--- config.mk ---
export PLATFORM = sky130hd
export DESIGN_NAME = pwm_bank
export DESIGN_NICKNAME = d
export VERILOG_FILES = /design/src/rtl/pwm_bank_pkg.sv /design/src/rtl/pwm_bank_chregs.sv /design/src/rtl/pwm_bank_chcore.sv /design/src/rtl/pwm_bank.sv
export SDC_FILE = /design/constraint.sdc
export NUM_CORES = 1
export LEC_CHECK = 0
export ABC_AREA = 1
export BUFFER_PORTS_ARGS = -buffer_cell sky130_fd_sc_hd__buf_4
export CAP_MARGIN = 5
export CORE_UTILIZATION = 60
export DETAILED_ROUTE_END_ITERATION = 10
export GPL_TIMING_DRIVEN = 0
export PLACE_DENSITY_LB_ADDON = 0.08
export SYNTH_ARGS = -nofsm -noshare
export SYNTH_HDL_FRONTEND = slang
export SYNTH_SLANG_ARGS = --single-unit
--- constraint.sdc ---
create_clock -name clk -period 28.8 [get_ports clk]
set_input_delay 5.76 -clock clk [delete_from_list [all_inputs] [get_ports clk]]
set_output_delay 5.76 -clock clk [all_outputs]
set_load 0.02 [all_outputs]
--- src/rtl/pwm_bank_pkg.sv ---
package pwm_bank_pkg;
  localparam int unsigned FLD_W   = 16;
  localparam int unsigned UPD_BIT = 30;
  localparam int unsigned EN_BIT  = 31;
  localparam logic [FLD_W-1:0] PRE_AFTER_STOP = 16'h0000;
  localparam logic [FLD_W-1:0] DIV_AFTER_STOP = 16'h0001;

  typedef struct packed {
    logic [FLD_W-1:0] hi;
    logic [FLD_W-1:0] div;
    logic [FLD_W-1:0] pre;
  } pwm_cfg_t;
endpackage

--- src/rtl/pwm_bank_chregs.sv ---
module pwm_bank_chregs
  import pwm_bank_pkg::*;
(
  input  logic        clk,
  input  logic        rst_n,
  input  logic        wr_lo,
  input  logic        wr_hi,
  input  logic [31:0] wdata,
  input  logic        hw_start,
  input  logic        hw_apply,
  input  logic        hw_stop,
  output pwm_cfg_t    stg,
  output logic        en,
  output logic        upd,
  output logic [31:0] rd_lo,
  output logic [31:0] rd_hi
);
  pwm_cfg_t stg_n;
  logic     en_n, upd_n, ld;
  logic     unused_bits;

  assign unused_bits = ^wdata[29:16];
  assign ld = wr_lo | wr_hi | hw_start | hw_apply | hw_stop;

  always_comb begin
    stg_n = stg;
    en_n  = en;
    upd_n = upd;
    if (hw_start || hw_apply) upd_n = 1'b0;
    if (hw_stop) begin
      stg_n.pre = PRE_AFTER_STOP;
      stg_n.div = DIV_AFTER_STOP;
      upd_n     = 1'b0;
    end
    if (wr_lo) begin
      stg_n.hi  = wdata[31:16];
      stg_n.div = wdata[15:0];
    end
    if (wr_hi) begin
      stg_n.pre = wdata[15:0];
      en_n      = wdata[EN_BIT];
      if (wdata[UPD_BIT]) upd_n = 1'b1;
    end
  end

  always_ff @(posedge clk or negedge rst_n) begin
    if (!rst_n) begin
      stg <= '0;
      en  <= 1'b0;
      upd <= 1'b0;
    end else if (ld) begin
      stg <= stg_n;
      en  <= en_n;
      upd <= upd_n;
    end
  end

  assign rd_lo = {stg.hi, stg.div};
  assign rd_hi = {en, upd, 14'd0, stg.pre};
endmodule

--- src/rtl/pwm_bank_chcore.sv ---
module pwm_bank_chcore
  import pwm_bank_pkg::*;
(
  input  logic     clk,
  input  logic     rst_n,
  input  pwm_cfg_t stg,
  input  logic     en,
  input  logic     upd,
  output logic     pwm,
  output logic     running,
  output logic     period_end,
  output logic     start,
  output logic     apply,
  output logic     stop
);
  pwm_cfg_t         act, act_n;
  logic [FLD_W-1:0] pre_cnt, pre_cnt_n, per_cnt, per_cnt_n;
  logic             run_n, tick, ce;

  assign tick       = (pre_cnt == act.pre);
  assign period_end = running & tick & (per_cnt == act.div);
  assign start      = ~running & en;
  assign apply      = period_end & en & upd;
  assign stop       = period_end & ~en;
  assign ce         = running | en;

  always_comb begin
    run_n     = running;
    act_n     = act;
    pre_cnt_n = pre_cnt;
    per_cnt_n = per_cnt;
    if (start) begin
      run_n     = 1'b1;
      act_n     = stg;
      pre_cnt_n = '0;
      per_cnt_n = '0;
    end else if (period_end) begin
      pre_cnt_n = '0;
      per_cnt_n = '0;
      if (stop)  run_n = 1'b0;
      if (apply) act_n = stg;
    end else if (running) begin
      if (tick) begin
        pre_cnt_n = '0;
        per_cnt_n = per_cnt + 1'b1;
      end else begin
        pre_cnt_n = pre_cnt + 1'b1;
      end
    end
  end

  always_ff @(posedge clk or negedge rst_n) begin
    if (!rst_n) begin
      running <= 1'b0;
      act     <= '0;
      pre_cnt <= '0;
      per_cnt <= '0;
    end else if (ce) begin
      running <= run_n;
      act     <= act_n;
      pre_cnt <= pre_cnt_n;
      per_cnt <= per_cnt_n;
    end
  end

  assign pwm = running & (per_cnt < act.hi);
endmodule

--- src/rtl/pwm_bank.sv ---
module pwm_bank
  import pwm_bank_pkg::*;
#(
  parameter int unsigned NCH    = 4,
  parameter int unsigned ADDR_W = $clog2(NCH * 8)
) (
  input  logic              clk,
  input  logic              rst_n,
  input  logic              bus_sel,
  input  logic              bus_we,
  input  logic [ADDR_W-1:0] bus_addr,
  input  logic [31:0]       bus_wdata,
  output logic [31:0]       bus_rdata,
  output logic [NCH-1:0]    pwm_out
);
  localparam int unsigned CH_W = ADDR_W - 3;

  logic [1:0]      rst_q;
  logic            rst_core_n;
  logic [CH_W-1:0] ch_idx;
  logic            hi_sel;
  logic            unused_lsb;
  logic [NCH-1:0]  run_vec, pend_vec, en_vec, upd_vec;
  logic [31:0]     rd_lo [NCH];
  logic [31:0]     rd_hi [NCH];

  always_ff @(posedge clk or negedge rst_n) begin
    if (!rst_n) rst_q <= 2'b00;
    else        rst_q <= {rst_q[0], 1'b1};
  end
  assign rst_core_n = rst_q[1];

  assign ch_idx     = bus_addr[ADDR_W-1:3];
  assign hi_sel     = bus_addr[2];
  assign unused_lsb = ^bus_addr[1:0];

  for (genvar i = 0; i < NCH; i++) begin : g_ch
    pwm_cfg_t stg;
    logic     wr_lo, wr_hi, st, ap, sp;

    assign wr_lo = bus_sel & bus_we & (ch_idx == CH_W'(i)) & ~hi_sel;
    assign wr_hi = bus_sel & bus_we & (ch_idx == CH_W'(i)) &  hi_sel;

    pwm_bank_chregs u_regs (
      .clk     (clk),
      .rst_n   (rst_core_n),
      .wr_lo   (wr_lo),
      .wr_hi   (wr_hi),
      .wdata   (bus_wdata),
      .hw_start(st),
      .hw_apply(ap),
      .hw_stop (sp),
      .stg     (stg),
      .en      (en_vec[i]),
      .upd     (upd_vec[i]),
      .rd_lo   (rd_lo[i]),
      .rd_hi   (rd_hi[i])
    );

    pwm_bank_chcore u_core (
      .clk       (clk),
      .rst_n     (rst_core_n),
      .stg       (stg),
      .en        (en_vec[i]),
      .upd       (upd_vec[i]),
      .pwm       (pwm_out[i]),
      .running   (run_vec[i]),
      .period_end(pend_vec[i]),
      .start     (st),
      .apply     (ap),
      .stop      (sp)
    );
  end

  always_comb begin
    bus_rdata = '0;
    for (int i = 0; i < NCH; i++) begin
      if (ch_idx == CH_W'(i)) bus_rdata = hi_sel ? rd_hi[i] : rd_lo[i];
    end
  end
endmodule

* Yosys cells after proc, flatten, opt, wreduce, memory -nomap -nowiden
Cells that the tools add are included.
** Word-level totals
- Output and inout bits :: 36
- Word-level logic and storage cells :: 295
- Flip-flop bits (word level) :: 526
- Input port bits :: 41
** Cells by class
- Reduce and logical (&&, ||, !) cells :: 65
- Equality and inequality tests :: 11
- $add $sub $neg :: 8
- Mux-type cells :: 92
- Order comparisons :: 4
- Bitwise operators :: 70
** Operator list (number)
- two-way mux 16 bit :: 40
- two-way mux 48 bit :: 12
- two-way mux 32 bit :: 12
- adder 16 x 1 -> 16 bit, second input constant :: 8
- equality test 16 bit :: 8
- < comparator 16 bit :: 4
- AND 1 bit :: 41
- AND reduction 2 bit :: 20
- nonzero test 2 bit :: 20
- AND reduction 3 bit :: 12
- two-way mux 1 bit :: 28
- nonzero test 3 bit :: 8
- OR 1 bit :: 20
- inverter 1 bit :: 9
- equality test 2 bit, second input constant :: 2
- logical OR 1 bit :: 4
- equality test 2 x 1 -> 1 bit, second input constant :: 1
- logical NOT 2 bit :: 1

* Depth between registers and ports, before layout
- Word-level depth :: 10
- Mapped depth :: 15
- Depth with buffers taken out :: 13

* Cells and area by module
A second synthesis with hierarchy kept.
** Unflattened totals
- Cell total of the unflattened synthesis :: 4290
- Area, all modules :: 30920.9 µm²
** Modules (own cells, without submodules)
- pwm_bank_chregs :: sequential area each 1251.2 µm², area each 2411.1 µm², cells an instance 284, times used 4
- pwm_bank_chcore (g_ch[0].u_core ...) :: sequential area each 2026.9 µm², area each 4613.2 µm², cells an instance 627, times used 2
- pwm_bank_chcore (g_ch[2].u_core) :: sequential area each 2026.9 µm², area each 4624.4 µm², cells an instance 628, times used 1
- pwm_bank_chcore (g_ch[3].u_core) :: sequential area each 2026.9 µm², area each 4601.9 µm², cells an instance 616, times used 1
- pwm_bank :: sequential area each 50.0 µm², area each 2824.0 µm², cells an instance 656, times used 1

* Worst setup path after synthesis
Ideal clock, no wire load.
- Path kind :: input-to-output
- Start :: input bus_addr[3]
- End :: output bus_rdata[30]
- Data arrival time :: 7.038 ns
- Required time :: 23.040 ns
- Stages :: 7
- Path buffers :: 2
- Path slack :: 16.002 ns
- Cells stage by stage :: buf_4 -> inv_2 -> nand2_2 -> clkinv_1 -> clkbuf_1 -> o21ai_0 -> o221ai_1
** Between the ends
- Longest elaborated chain between the ends :: 5
- Elaborated cells on any way between the ends :: 8
** Ends and longest elaborated chain
- start, declared :: line pwm_bank.sv:11 : input logic [ADDR_W-1:0] bus_addr,
- logical NOT 2 bit :: line pwm_bank.sv:78 : if (ch_idx == CH_W'(i)) bus_rdata = hi_sel ? rd_hi[i] : rd_lo[i];
- two-way mux 32 bit (3 in a row) :: line pwm_bank.sv:78
- two-way mux 32 bit (*) :: line pwm_bank.sv:78
- end, declared :: line pwm_bank.sv:13 : output logic [31:0] bus_rdata,
Mark *: on every way between the ends. The rest lies on a longest branch, timed or not.

* Worst setup path in the final report
- Start :: input bus_addr[2]
- End :: output bus_rdata[31]
** Between the ends
- Longest elaborated chain between the ends :: 5
- Elaborated cells on any way between the ends :: 8
** Ends and longest elaborated chain (line)
- two-way mux 32 bit (4 in a row) :: pwm_bank.sv:78
- two-way mux 32 bit (*) :: pwm_bank.sv:78
Marked as above.

==> results.txt <==
- Port buffering added 57 buffers.
- 1st-pass router iterations: 6
- Switching part of the total: 0.388
* Leading cell type in the layout, fill and taps excluded: sky130_fd_sc_hd__nand2_1
- Run status: finished, final reports clean
* Leakage power of the design: around 0.016 uW
- The library cells used most frequently in the layout, excluding fill and tap cells, are sky130_fd_sc_hd__nand2_1, sky130_fd_sc_hd__dfrtp_1, sky130_fd_sc_hd__nand3_1, sky130_fd_sc_hd__inv_1, sky130_fd_sc_hd__nor2_1.
- At the worst endpoint, the arrival time is 8.02 ns.
- VDD sags by at most 0.0000962 V.
- Total count of max-transition violations in the final report: 0
- The die is 219 um tall.
* Remaining antenna violation count: 0
- Clk network pwr share: 0.264
- Walking the worst path, the cells encountered are buf_2 -> clkbuf_1 -> clkbuf_1 -> o21ai_0 -> o2111ai_1 -> buf_4.
* Pin count of the biggest net entering global routing: a little over 70
- Dividing the final minimum period by the clock period gives 0.479.
- Post-CTS setup buffers: 0
* Post-Syn Nets: 3897
- Counting every sink on the clock net gives 526.
- After clock tree synthesis, the clock-pin slew on the worst setup and hold paths is 0.06 ns.
- During synthesis, Yosys emitted a total of 0 warnings.
* Width of the chip: between 200 and 250 um
- In the final routed layout, each cell accounts on average for 19.8 um.
* Combinational group share of total power: 0.319
* Maximum operating frequency: 72.6 MHz
- Routed wire length: 90.5 mm
* Min-delay worst type: reg2reg
- Worst hold slack: 0.359 ns
* Post-synthesis instance total: 3788
- GRT Overall Usage: 0.385
- During I/O placement, the number of pins put on the boundary was 77.
- Hold Path Depth: 0
- Final setup viols: 0
- Counting cells, the worst reg-to-reg path comes to 10.
- The finished cells cover 31700 um2.
- Number of violations of the max-capacitance limit: 0
* Endpoint type of the worst setup path: output port
- Syn Area/Cell: 7.49 um2
* Power spent charging and discharging nets: ~1100 uW
- For the pin with the worst max-slew slack, the measured transition is around 1.2 ns.
- The later pin in the worst-skew pair is clocked with a latency of 0.63 ns.
- In this run the number of H-tree levels came out at 2.
- Summing all placed instances gives a cell area of 29800 um2.
- Portion of total power attributed to sequential cells: 0.417
- Hold bufs inserted after CTS: 0
- Initial antenna violation count: 3
- Gates resized, CTS repair: 0
* Crit Path Max Fanout: 10
- For this run, design rule violations remaining after detail routing come to 0.
- The number of global-route vias before repair was approximately 24000.
- Critical Path Max Stage Delay: approximately 0.54 ns
- Final total negative setup slack: 0 ns
* Netlist Area Pre-Place: 28400 um2
- Count of routing violations after the opening detailed-route iteration: 2858
- Cell internal pwr: 1780 uW
- Initial core utilization: 0.610
- From synthesis to final layout, the design area changed by 11.8%.
- The initialized floorplan defines 79 standard-cell rows.
* Overall via count from detail_route: approximately 26000
- First-pass GRT wire length: 140 mm
* Number of synthesized register bits: 526
- Final weighted congestion in routability-driven placement: 1.03
- DP HPWL: 67.8 mm
- Worst Clk Skew: ~0.036 ns
- For this design the ratio of total power to cell area is between 90 and 100 nW/um2.
- Setup repair after global routing missed its margin: no
- In this run the clock root is driven by a sky130_fd_sc_hd__clkbuf_16.
* Part of the Yosys area used for sequential elements: 0.464
* Maximum clock path buffer count: 3
* Placeable core area: 46600 um2
- Most frequent cell on the critical path: sky130_fd_sc_hd__clkbuf_1
* Slew HR: 0.172
* Number of nets in the finished design: 4019
- In the final layout, the share of cells above drive strength 1 is 0.0698.
- The worst setup path is of the in2out kind.
* Die outline area: 48200 um2
* Cell with the largest stage delay on the worst path: sky130_fd_sc_hd__clkbuf_1
* Required @ worst endpoint: 23.04 ns
- Startpoint type of the worst setup path: input port
* Via-to-Cell Ratio: 5.78
* Final Hold Viols: 0
- Clock tree synthesis inserted a total of 55 buffers.
- The total overflow left after global routing is 0.
- TritonCTS built the clock tree.
- Counting distinct cell types in the post-synthesis netlist gives 43.
- Counting I/O delays and the setup requirement, the final critical path takes 13.78 ns.
## area by class of cell
type,instances,area [um2]
diodes,1,2.50
well taps,607,759
inverters,354,1330
clock buffers,82,1620
repair buffers,65,648
multi-input cells,2714,13000
fillers,4054,14800
flip-flops and latches,526,13200
clock inverters,19,312
plain buffers,194,927
## worst paths after layout
| kind | start | slack [ns] | end |
|---|---|---|---|
| worst min register to register | rst_q[0] | 0.36 | rst_q[1] |
| worst max register to register | g_ch[3].u_core.per_cnt[5] | 26.53 | g_ch[3].u_core.per_cnt[3] |
| max in group asynchronous | rst_n | 23.80 | rst_q[1] |
| worst max-delay path | bus_addr[2] | 15.02 | bus_rdata[31] |
| min in group asynchronous | rst_q[1] | 0.39 | g_ch[2].u_core.per_cnt[14] |
| worst min-delay path | rst_q[0] | 0.36 | rst_q[1] |
## cell families (layout without fill, tap and decap cells)
kind of cell / after synthesis / in the layout / synth area share
compound gates: 360 / 360 / 0.0700
xor+xnor: 120 / 120 / 0.0370
fa+ha+maj: 68 / 68 / 0.0300
buf+inv: 548 / 714 / 0.0795
flops: 526 / 526 / 0.464
other cells: 1 / 2 / 0.000132
simple gates: 2165 / 2165 / 0.320
## layer usage
layer,part of all wire,vias up,track usage,wire [um]
met5,0.00028,-,0,25
met4,0.049,4,0.172,4400
met3,0.089,248,0.0685,8070
met2,0.43,1166,0.577,39300
met1,0.43,12500,0.546,38700
li1,-,12500,-,-
## flip-flops by register name, indices dropped and copies added, names as in the netlist
signal and cells:
g_ch.u_regs.rd_hi 64, g_ch.u_regs.rd_lo 128, g_ch.u_core.pre_cnt 64, g_ch.u_core.act 192, rst_q 2, g_ch.u_regs.upd 4
g_ch.u_core.per_cnt 64, g_ch.u_core.running 4, g_ch.u_regs.en 4
## metrics by stage
stage / worst slack, ns / utilization / power (uW) / cells
final: 15.02 / 0.681 / 2900 / 4562
after global routing: 15.05 / 0.681 / 3090 / 4561
after CTS: 15.11 / 0.681 / 2890 / 4561
after detailed placement: 15.11 / 0.640 / 2130 / 4460
after global placement: 7.10 / 0.635 / 2100 / 4452
after floorplan: 13.05 / - / 1800 / 3788
## Yosys cell counts, drive strengths merged
| cell type | number | area (um2) |
|---|---|---|
| a21boi | 1 | 7.51 |
| a21oi | 45 | 225 |
| a221oi | 9 | 78.8 |
| a31oi | 10 | 62.6 |
| a41oi | 4 | 35.0 |
| and3 | 1 | 6.26 |
| buf | 103 | 582 |
| clkbuf | 91 | 345 |
| clkinv | 4 | 15.0 |
| conb | 1 | 3.75 |
| dfrtp | 526 | 13200 |
| ha | 68 | 851 |
| inv | 350 | 1310 |
| nand2 | 1306 | 4920 |
| nand3 | 474 | 2380 |
| nand3b | 1 | 7.51 |
| nand4 | 75 | 469 |
| nor2 | 263 | 1040 |
| nor2b | 2 | 12.5 |
| nor3 | 36 | 185 |
| nor3b | 1 | 7.51 |
| nor4 | 2 | 12.5 |
| o2111ai | 11 | 96.3 |
| o211ai | 8 | 60.1 |
| o21ai | 235 | 1180 |
| o21bai | 2 | 15.0 |
| o221ai | 4 | 35.0 |
| o22ai | 30 | 188 |
| o31ai | 1 | 7.51 |
| or2 | 4 | 25.0 |
| xnor2 | 45 | 394 |
| xor2 | 75 | 657 |
## power groups by stage
| stage | Sequential (uW) | Combinational [uW] | Clock, uW |
|---|---|---|---|
| 2_1_floorplan | 1110 | 690 | 0 |
| 3_3_place_gp | 1220 | 879 | 0 |
| 3_5_place_dp | 1210 | 917 | 0 |
| 4_1_cts | 1200 | 924 | 769 |
| 5_1_grt | 1230 | 1060 | 800 |
| 6_report | 1210 | 927 | 767 |
## worst max-delay path, delay by kind of cell
kind | cells | cell delay, ns
buffers and inverters | 4 | 1.59
AO/OA/AOI/OAI | 2 | 0.66
Power figures use the tool's default switching activity.
